`src/rtl/alarm_regbank_pkg.sv`:
```
package alarm_regbank_pkg;

    localparam int ADDR_W = 8;
    typedef logic [ADDR_W-1:0] addr_t;

    // Register offsets: software decodes these, so they are fixed.
    localparam addr_t OFS_LOS_EN   = 8'h06;
    localparam addr_t OFS_DRV_EN   = 8'h07;
    localparam addr_t OFS_LOS_CHG  = 8'h08;
    localparam addr_t OFS_DRV_CHG  = 8'h09;
    localparam addr_t OFS_SOFT_RST = 8'h0A;
    localparam addr_t OFS_MON_SEL  = 8'h0B;
    localparam addr_t OFS_LOOP     = 8'h0C;

    localparam int NUM_GROUPS = 2;

    // Change-flag offset of alarm group g (0: signal loss, 1: driver failure).
    function automatic addr_t chg_ofs(input int g);
        return (g == 0) ? OFS_LOS_CHG : OFS_DRV_CHG;
    endfunction

endpackage

```
`src/rtl/alarm_sync_detect.sv`:
```
module alarm_sync_detect #(
    parameter int W      = 8,
    parameter int STAGES = 2
) (
    input  logic         clk,
    input  logic         rst_n,
    input  logic [W-1:0] async_in,
    output logic [W-1:0] change
);
    // chain_q[0..STAGES-1] synchronise the input; chain_q[STAGES] holds the
    // synchronised value one cycle older.
    logic [STAGES:0][W-1:0] chain_d, chain_q;

    always_comb begin
        chain_d[0] = async_in;
        for (int i = 1; i <= STAGES; i++) begin
            chain_d[i] = chain_q[i-1];
        end
    end

    always_ff @(posedge clk or negedge rst_n) begin
        if (!rst_n) chain_q <= '0;
        else        chain_q <= chain_d;
    end

    assign change = chain_q[STAGES-1] ^ chain_q[STAGES];

endmodule

```
`src/rtl/alarm_flag_group.sv`:
```
module alarm_flag_group #(
    parameter int W = 8
) (
    input  logic         clk,
    input  logic         rst_n,
    input  logic         soft_clr,
    input  logic [W-1:0] change,
    input  logic [W-1:0] clr_mask,
    output logic [W-1:0] flags
);
    logic [W-1:0] flags_d, flags_q;

    always_comb begin
        if (soft_clr) flags_d = '0;
        else          flags_d = (flags_q & ~clr_mask) | change;
    end

    always_ff @(posedge clk or negedge rst_n) begin
        if (!rst_n) flags_q <= '0;
        else        flags_q <= flags_d;
    end

    assign flags = flags_q;

endmodule

```
`src/rtl/alarm_irq_regbank.sv`:
```
module alarm_irq_regbank
    import alarm_regbank_pkg::*;
#(
    parameter int DATA_W      = 8,
    parameter int MON_W       = 4,
    parameter int SYNC_STAGES = 2
) (
    input  logic              clk,
    input  logic              rst_n,
    input  logic [ADDR_W-1:0] bus_addr,
    input  logic [DATA_W-1:0] bus_wdata,
    input  logic              bus_we,
    input  logic              bus_re,
    output logic [DATA_W-1:0] bus_rdata,
    input  logic [DATA_W-1:0] sig_loss_i,
    input  logic [DATA_W-1:0] drv_fail_i,
    output logic              irq_n,
    output logic [MON_W-1:0]  mon_sel,
    output logic [DATA_W-1:0] loop_en
);
    localparam int CH     = DATA_W;
    localparam int MON_PAD = DATA_W - MON_W;

    typedef struct packed {
        logic [CH-1:0]     los_en;
        logic [CH-1:0]     drv_en;
        logic [MON_W-1:0]  mon;
        logic [CH-1:0]     loop;
        logic              srst;
        logic              irq_n;
        logic [DATA_W-1:0] rdata;
    } bank_t;

    bank_t bank_d, bank_q;

    logic [NUM_GROUPS-1:0][CH-1:0] raw_in, chg, flg, clr;
    logic [DATA_W-1:0]             rd_val;

    assign raw_in[0] = sig_loss_i;
    assign raw_in[1] = drv_fail_i;

    for (genvar g = 0; g < NUM_GROUPS; g++) begin : g_grp
        assign clr[g] = (bus_we && !bank_q.srst && bus_addr == chg_ofs(g))
                        ? bus_wdata : '0;

        alarm_sync_detect #(.W(CH), .STAGES(SYNC_STAGES)) u_sync (
            .clk      (clk),
            .rst_n    (rst_n),
            .async_in (raw_in[g]),
            .change   (chg[g])
        );

        alarm_flag_group #(.W(CH)) u_flags (
            .clk      (clk),
            .rst_n    (rst_n),
            .soft_clr (bank_q.srst),
            .change   (chg[g]),
            .clr_mask (clr[g]),
            .flags    (flg[g])
        );
    end

    always_comb begin
        case (bus_addr)
            OFS_LOS_EN:  rd_val = bank_q.los_en;
            OFS_DRV_EN:  rd_val = bank_q.drv_en;
            OFS_LOS_CHG: rd_val = flg[0];
            OFS_DRV_CHG: rd_val = flg[1];
            OFS_MON_SEL: rd_val = {{MON_PAD{1'b0}}, bank_q.mon};
            OFS_LOOP:    rd_val = bank_q.loop;
            default:     rd_val = '0;
        endcase
    end

    always_comb begin
        bank_d       = bank_q;
        bank_d.srst  = 1'b0;
        bank_d.irq_n = !(|((flg[0] & bank_q.los_en) | (flg[1] & bank_q.drv_en)));
        if (bank_q.srst) begin
            bank_d       = '0;
            bank_d.irq_n = 1'b1;
        end else begin
            if (bus_re) bank_d.rdata = rd_val;
            if (bus_we) begin
                case (bus_addr)
                    OFS_LOS_EN:   bank_d.los_en = bus_wdata;
                    OFS_DRV_EN:   bank_d.drv_en = bus_wdata;
                    OFS_MON_SEL:  bank_d.mon    = bus_wdata[MON_W-1:0];
                    OFS_LOOP:     bank_d.loop   = bus_wdata;
                    OFS_SOFT_RST: bank_d.srst   = 1'b1;
                    default:      ;
                endcase
            end
        end
    end

    always_ff @(posedge clk or negedge rst_n) begin
        if (!rst_n) begin
            bank_q       <= '0;
            bank_q.irq_n <= 1'b1;
        end else begin
            bank_q <= bank_d;
        end
    end

    assign bus_rdata = bank_q.rdata;
    assign irq_n     = bank_q.irq_n;
    assign mon_sel   = bank_q.mon;
    assign loop_en   = bank_q.loop;

endmodule

```
`config.mk`:
```
export PLATFORM = sky130hd
export DESIGN_NAME = alarm_irq_regbank
export DESIGN_NICKNAME = d
export VERILOG_FILES = /design/src/rtl/alarm_regbank_pkg.sv /design/src/rtl/alarm_sync_detect.sv /design/src/rtl/alarm_flag_group.sv /design/src/rtl/alarm_irq_regbank.sv
export SDC_FILE = /design/constraint.sdc
export NUM_CORES = 1
export LEC_CHECK = 0
export ABC_AREA = 1
export BUFFER_PORTS_ARGS = -buffer_cell sky130_fd_sc_hd__buf_4
export CAP_MARGIN = 40
export CORE_MARGIN = 2
export CORE_UTILIZATION = 40
export DETAILED_ROUTE_END_ITERATION = 7
export PLACE_DENSITY = 0.56
export SLEW_MARGIN = 20
export SYNTH_ARGS = -nofsm -noshare
export SYNTH_HDL_FRONTEND = slang
export SYNTH_SLANG_ARGS = --single-unit
```
`constraint.sdc`:
```
create_clock -name clk -period 1.7 [get_ports clk]
set_input_delay 0.34 -clock clk [delete_from_list [all_inputs] [get_ports clk]]
set_output_delay 0.34 -clock clk [all_outputs]
set_load 0.02 [all_outputs]
```
==> results of run 1 <==
[worst max-delay path: stages, from the launching register on]
cell                      delay [ps]
sky130_fd_sc_hd__dfrtp_1         530
sky130_fd_sc_hd__a21oi_2         660
sky130_fd_sc_hd__nand2_1         150
sky130_fd_sc_hd__o21ai_2          90
[cells in the mapped netlist, drive strengths merged]
master	number	area, um^2
nand2	125	522
dfrtp	101	2530
o21ai	48	263
nor2	32	179
inv	31	121
buf	25	186
a21oi	20	119
nand3	18	95.1
xnor2	16	140
o31ai	3	22.5
a221oi	2	17.5
dfstp	1	26.3
nand4	1	6.26
nor3	1	16.3
nor4	1	6.26
o2111ai	1	8.76
[where the power goes]
group | internal, uW | total, uW | switching, uW
Clock | 593 | 1460 | 868
Combinational | 170 | 397 | 226
Sequential | 2530 | 2590 | 59.8
Total | 3300 | 4450 | 1150
[logic make-up after synthesis]
| logic type | after synthesis |
|---|---|
| and+or+nand+nor | 178 |
| buffers and inverters | 56 |
| xor gates and xnor gates | 16 |
| DFF | 102 |
| AOI/OAI and AO/OA | 74 |
[what timing repair did]
action,CTS,global route
endpoints found under the hold margin,18,0
hold buffers,1,0
gates resized for setup,0,0
[final cells by class]
class	count	area [um^2]
clock buffers	10	138
well taps	136	170
flip-flops and latches	102	2550
inverters	31	121
multi-input cells	268	1400
clock inverters	6	52.6
repair buffers	63	500
fillers	987	5390
[metal layers]
layer / part of all wire [%] / up-vias / global-route usage [%]
met5: 0 / - / 0
met4: 1.7 / 0 / 7.14
met3: 4.9 / 12 / 3.53
met2: 46 / 72 / 26.3
met1: 47 / 1370 / 23.9
li1: - / 1449 / -
[per-stage QoR]
stage,setup WS (ps),hold WS (ps),setup TNS [ps],power [uW]
3_5_place_dp,-13.1,261,-13.1,3040
2_1_floorplan,391,44.4,0,2840
6_report,208,69.0,0,4450
4_1_cts,184,56.7,0,4520
5_1_grt,86.6,39.5,0,4680
3_3_place_gp,34.9,256,0,3040
[state kept, by name, indices dropped and copies added, names as in the netlist]
signal / count
bus_rdata: 8
irq_n: 1
mon_sel: 4
g_grp.u_sync.chain_q: 16
g_grp.u_sync.chain_d: 32
loop_en: 8
bank_q: 17
g_grp.u_flags.flags: 16
[how the worst min path moves through the flow]
stage / startpoint / end / slack [ps]
6_report: sig_loss_i[7] / g_grp[0].u_sync.chain_d[15]$_DFF_PN0_ / 70
5_1_grt: sig_loss_i[4] / g_grp[0].u_sync.chain_d[12]$_DFF_PN0_ / 40
4_1_cts: sig_loss_i[6] / g_grp[0].u_sync.chain_d[14]$_DFF_PN0_ / 60
3_5_place_dp: rst_n / loop_en[1]$_DFFE_PN0P_ / 260
3_3_place_gp: rst_n / loop_en[1]$_DFFE_PN0P_ / 260
2_1_floorplan: rst_n / bank_q[22]$_DFFE_PN0P_ / 40
==> results, run 1 <==
- Of the total synthesized cell area, the portion taken by XOR and XNOR cells is 3.29%.
- The final RePlAce weighted congestion is 0.857.
- The maximum buffer depth of the clock tree is 2.
- Port buffering added 56 buffers.
- The number of search-and-repair iterations in the first detailed-routing pass is 4.
- The number of unique standard cell types used by synthesis is 31.
- The arrival time at the worst endpoint is 1790 ps.
- In the synthesized netlist, the number of instances is 426.
- Setup repair after global routing left no endpoint under its margin.
- Summing every instance area after synthesis gives 4260 um^2.
- The count of endpoints failing hold in the final timing report is 0.
- The number of synthesized register bits is 102.
- Static timing analysis puts the maximum clock frequency at 0.670 GHz.
- The floorplan has 37 rows.
- Across every metal layer, demand over resource in global routing totals 17.2%.
- The share of the Yosys chip area taken by registers is 60.0%.
- The startpoint identified for the worst register-to-register timing path is bank_q[9]$_DFF_PN0_.
- The violation count after the first detailed-routing iteration is 145.
- The number of maximum-capacitance constraint violations is 0.
- The number of nets handed over by synthesis was 462.
- Multiplexer cells account for 0% of the synthesized area.
- Of the cells placed in the final design, the portion with a size suffix greater than 1 is 25.8%.
- The critical path endpoint category is a flop.
- Entering global routing, the biggest net connects 48 pins.
- The max-slew violation count was 0.
- The antenna diode count is 0.
- Detailed placement finished with a half-perimeter wire length of 6720 um.
- The count of synthesis-stage warnings from yosys is 0.
- Along the worst hold path, the cell count comes to 1.
- The initial antenna violation count is 0.
- The buffer cell driving the clock tree root is sky130_fd_sc_hd__clkbuf_8.
- The global-route wire length before repair is 15000 um.
- In the routed design, unresolved DRC markers number 0.
- The top cell types in the final layout, fill and taps aside, are 108 x sky130_fd_sc_hd__nand2_1, 101 x sky130_fd_sc_hd__dfrtp_1, 60 x sky130_fd_sc_hd__buf_4.
- Measured on the finished design, the core utilization comes to 47.8%.
- The number of nets with antenna violations after routing is 0.
- The compound-gate portion of the synthesized area is 10.1%.
- The worst setup path is launched from a flop.
- The worst register-to-register path ends at bank_q[23]$_DFFE_PN0P_.
- Relative to the synthesized area, the layout overhead comes to 15.8%.
- For this design the ratio of total power to cell area is 902 nW/um^2.
- The clock insertion delay at the later pin of the skew report is 370 ps.
- The floorplan step defined a die boundary enclosing 11500 um^2.
- The net count reported at finish is 511.
- The critical path capture point is bank_q[23]$_DFFE_PN0P_.
- The placeable core region is 10300 um^2.
- The type of the setup path with the least slack is flop to flop.
- The adder-cell share of the synthesized area is 0%.
- The floorplan die width is 107 um.
- In this run the tightest slew margin relative to its limit is 46.7%.
- The number of setup violations in the final report is 0.
- Dividing the synthesized area by the synthesized cell count gives 9.99 um^2.
- The cell leakage power is 0.00229 uW.
- The H-tree generated during clock tree synthesis spans 3 levels.
- The post-route standard cell area excluding fillers is 4930 um^2.
- The number of placed instances with taps included is 599.
- The post-CTS repair timing setup buffer count is 0.
- After Yosys synthesis, and, or, nand and nor cells account for 19.4% of the synthesized area.
- After clock tree synthesis, the clock-pin slew on the worst setup and hold paths is 100 ps.
- The number of placed I/O pins is 57.
- From bottom edge to top edge, the die measures 107 um.
- The worst IR drop on VDD is 363 uV.
- The run finished with clean final reports.
- The post-route minimum period is 1490 ps.
- Summing all placed instances gives a cell area of 4730 um^2.
- The critical path required time is 2000 ps.
- For the pin with the worst max-slew slack, the measured transition is 799 ps.
- Dividing the detail-routed via count by the number of cells gives 4.71.
- For this configuration, the core starts out at a cell density of 41.2%.
- The final standard cell count with taps included and fillers excluded is 616.
- After detailed routing, the average wire length per cell comes to 14.7 um.
- The number of clock buffers added by TritonCTS is 9.
- The timing startpoint of the critical path is bank_q[9]$_DFF_PN0_.
- The number of global-route vias before repair is 2856.
- The worst reg-to-reg path cell count is 3.
- The routed wire length is 9080 um.
- The final setup skew is 13.3 ps.
- The final route contains 2903 vias.
- The combinational family with the most area after synthesis is simple AND/OR/NAND/NOR gates.
- The share of the clock period used by the worst path after layout is 87.7%.
- The biggest fanout along the worst timing path is 13.
- The number of sinks handled by clock tree synthesis is 102.
- The TritonCTS clock tree is built.
- The remaining global-route overflow is 0.
- The setup check on the worst reg-to-reg path leaves a slack of 210 ps.
- The most frequent standard cell in the layout excluding fill and tap cells is sky130_fd_sc_hd__nand2_1.
- The worst hold path belongs to the class primary input to flop.
Note: power is estimated with default switching activity, not from simulation.
==> run 2, diff against run 1 <==
CELL_PAD_IN_SITES_DETAIL_PLACEMENT = 1   (was unset)
CELL_PAD_IN_SITES_GLOBAL_PLACEMENT = 1   (was unset)
PLACE_DENSITY = 0.69   (was 0.56)
==> run 2 against run 1 <==
  * Global-route usage up 1.9 points
  * Total power up 2.5%
  * Flip-flop and latch count unchanged
  * Largest cell class unchanged
  * Sequential share of layout area down 0.30 points
  * Highest routed layer unchanged
  * Hold slack worse by 5.1 ps
==> results, run 2 (synthesized netlist as in run 1, its figures left out) <==
- The flow ran to the end, and the final reports show no timing, DRC or antenna violations.
- In this run the critical register-to-register path is captured at bus_rdata[5]$_DFFE_PN0P_.
- Data on the critical path is required at its endpoint by 2010 ps.
- CTS saw 102 sinks.
- The biggest fanout along the worst timing path is 20.
- The height of the chip is 107 um.
- The post-route minimum period is 1510 ps.
- The share of the clock period used by the worst path after layout is 88.8%.
- The floorplan step defined a core boundary enclosing 10300 um^2.
- The worst register-to-register path has a depth of 5.
- The beginning of the worst hold path is sig_loss_i[6].
- The final RePlAce weighted congestion is 0.793.
- The first detailed-routing pass ran for 4 iterations.
- The final setup skew is 11.1 ps.
- The critical path is of the flop to flop type.
- The register with the most flip-flops in the layout has 32 of them.
- The critical path endpoint category is a flop.
- The number of placed I/O pins is 57.
- The post-route standard cell area excluding fillers is 4960 um^2.
- Entering global routing, the biggest net connects 46 pins.
- The power per standard cell area is 919 nW/um^2.
- For the final routed database, the setup TNS stands at 0 ps.
- The critical path startpoint category is a flop.
- The post-route netlist has 25.9% of its cells at a drive strength greater than 1.
- TritonCTS built the clock tree.
- The remaining global-route overflow is 0.
- Summed over all layers, the routed wires come to 9920 um.
- The average wire per standard cell is 16.1 um.
- The net switching fraction of the power is 24.7%.
- The number of maximum-capacitance constraint violations is 0.
- The buffer cell driving the clock tree root is sky130_fd_sc_hd__clkbuf_8.
- The most frequent standard cell in the layout excluding fill and tap cells is sky130_fd_sc_hd__nand2_1.
- TritonCTS created 9 clock buffers.
- The die is 107 um wide.
- The fraction of power consumed by the clock network is 34.4%.
- Based on the critical path, the design can be clocked at up to 0.662 GHz.
- The first global-routing pass estimated 16400 um of wire.
- The share of total power in sequential cells is 56.8%.
- The max-slew violation count is 0.
- The first routing iteration left 84 violations.
- The longest clock path from root to sink contains 2 buffers.
- The actual slew at the worst max-slew pin is 589 ps.
- The DRC violations left is 0.
- The power after layout is 4560 uW.
- The initial antenna violation count is 0.
- The area of the die is 11500 um^2.
- The total routing resource utilization after global routing is 19.1%.
- The area growth from synthesis to layout is 16.6%.
- The detail route stage leaves a number of antenna-violating nets equal to 0.
- The antenna diode count is 0.
- The worst hold path endpoint is g_grp[0].u_sync.chain_d[14]$_DFF_PN0_.
- The floorplan has 37 rows.
- The initial utilization of the core area, before any placement, comes to 41.2%.
- The number of global-route vias before repair is 3217.
- In this run the static leakage power is 0.00231 uW.
- The count of fill cells added during filler insertion is 1200.
- The wire-length estimate of the detail-placed layout is 7270 um.
- The flop-to-flop setup slack is 190 ps.
- Setup violations remaining at the end of the flow were counted as 0.
- The arrival time at the worst endpoint is 1820 ps.
- In the layout the commonest cells are 108 x sky130_fd_sc_hd__nand2_1, 100 x sky130_fd_sc_hd__dfrtp_1, 61 x sky130_fd_sc_hd__buf_4.
- The internal power of the cells totals 3440 uW.
- The share of total power dissipated in combinational logic is 8.7%.
- In this run the worst hold path is classified as primary input to flop.
- Across the VDD grid, the largest voltage drop is 469 uV.
- Setup repair after global routing left no endpoint under its margin.
- The placed instances occupy a cell area of 4740 um^2.
- The clock reaches the later pin of the worst-skew pair after 370 ps.
- The count of endpoints failing hold in the final timing report was 0.
- The number of buffers added on ports is 56.
- The startpoint identified for the worst register-to-register timing path is bank_q[9]$_DFF_PN0_.
- The maximum level of the CTS H-tree is 3.
- The count of cells along the worst hold path is 1.
- The number of vias per cell after detailed routing is 4.87.
- The detailed router placed 3012 vias in this run.
- After clock tree synthesis, the clock-pin slew on the worst setup and hold paths is 100 ps.
- Summed over all nets, the switching power comes to 1120 uW.
- The worst max-slew margin expressed relative to the limit is 60.7%.
- The post-placement worst setup slack is -16.1 ps.
- The worst path setup slack after routing is 190 ps.
- The net count reported at finish is 513.
==> run 2: changes by cell type in the layout (fill, tap and decap cells not counted) <==
| cell | delta |
|---|---|
| sky130_fd_sc_hd__inv_8 | -1 |
| sky130_fd_sc_hd__clkbuf_1 | +2 |
| sky130_fd_sc_hd__dfrtp_2 | +1 |
| sky130_fd_sc_hd__clkinvlp_4 | -2 |
| sky130_fd_sc_hd__bufinv_16 | +1 |
| sky130_fd_sc_hd__buf_4 | +1 |
| sky130_fd_sc_hd__dfrtp_1 | -1 |
| sky130_fd_sc_hd__buf_6 | +1 |
==> run 2: power groups by stage <==
stage / registers (uW) / clock network (uW) / logic, uW
finish: 2590 / 1570 / 398
global route: 2610 / 1720 / 448
CTS: 2590 / 1620 / 407
detailed placement: 2640 / 0 / 404
global placement: 2640 / 0 / 397
floorplan: 2640 / 0 / 197
==> run 2: worst max path at each step <==
| stage | startpoint | end | slack [ps] | cells after the start |
|---|---|---|---|---|
| after floorplan | bus_addr[5] | bank_q[24]$_DFFE_PN0P_ | 390 | 7 |
| after global placement | bus_addr[5] | bus_rdata[4]$_DFFE_PN0P_ | 50 | 8 |
| after detailed placement | bus_addr[5] | bank_q[23]$_DFFE_PN0P_ | -20 | 7 |
| after CTS | bank_q[9]$_DFF_PN0_ | bus_rdata[5]$_DFFE_PN0P_ | 70 | 5 |
| after global routing | bank_q[9]$_DFF_PN0_ | bus_rdata[4]$_DFFE_PN0P_ | 80 | 5 |
| final | bank_q[9]$_DFF_PN0_ | bus_rdata[5]$_DFFE_PN0P_ | 190 | 5 |
==> run 2: repair_timing <==
action                                 in CTS  in global routing
setup endpoints to repair                   0                  4
resized for setup                           0                  1
endpoints found under the hold margin      26                  0
hold buffers                                1                  0
setup buffers                               0                  0
==> run 2: cell type report <==
type | instances | area [um^2] | share of cell area, %
clock inverter | 4 | 56.3 | 1.13
sequential | 102 | 2550 | 51.5
timing repair buffer | 65 | 519 | 10.5
multi-input combinational | 268 | 1400 | 28.1
clock buffer | 12 | 145 | 2.92
inverter | 31 | 121 | 2.45
tap | 136 | 170 | 3.43
==> run 2: through the flow <==
step	std cells	utilization, %	hold WS (ps)
2_1_floorplan	426	-	44.4
3_3_place_gp	600	45.9	283
3_5_place_dp	600	45.9	285
4_1_cts	617	47.9	51.1
5_1_grt	618	48.1	41.0
6_report	618	48.1	63.9
==> run 2: per-layer routing <==
| metal | vias up | global-route usage (%) | part of all wire (%) | routed length (um) |
|---|---|---|---|---|
| li1 | 1453 | - | - | - |
| met5 | - | 0 | 0 | 0 |
| met3 | 18 | 5.29 | 4.5 | 451 |
| met1 | 1483 | 24.1 | 46 | 4530 |
| met2 | 58 | 31.1 | 47 | 4690 |
| met4 | 0 | 7.33 | 2.5 | 245 |
==> run 2: critical path, cell delays in order, from the launching register on <==
cell and delay, ps:
sky130_fd_sc_hd__dfrtp_2 480, sky130_fd_sc_hd__buf_4 310, sky130_fd_sc_hd__nor2_2 60, sky130_fd_sc_hd__nor2_1 290, sky130_fd_sc_hd__nand2_2 140, sky130_fd_sc_hd__o21ai_1 130
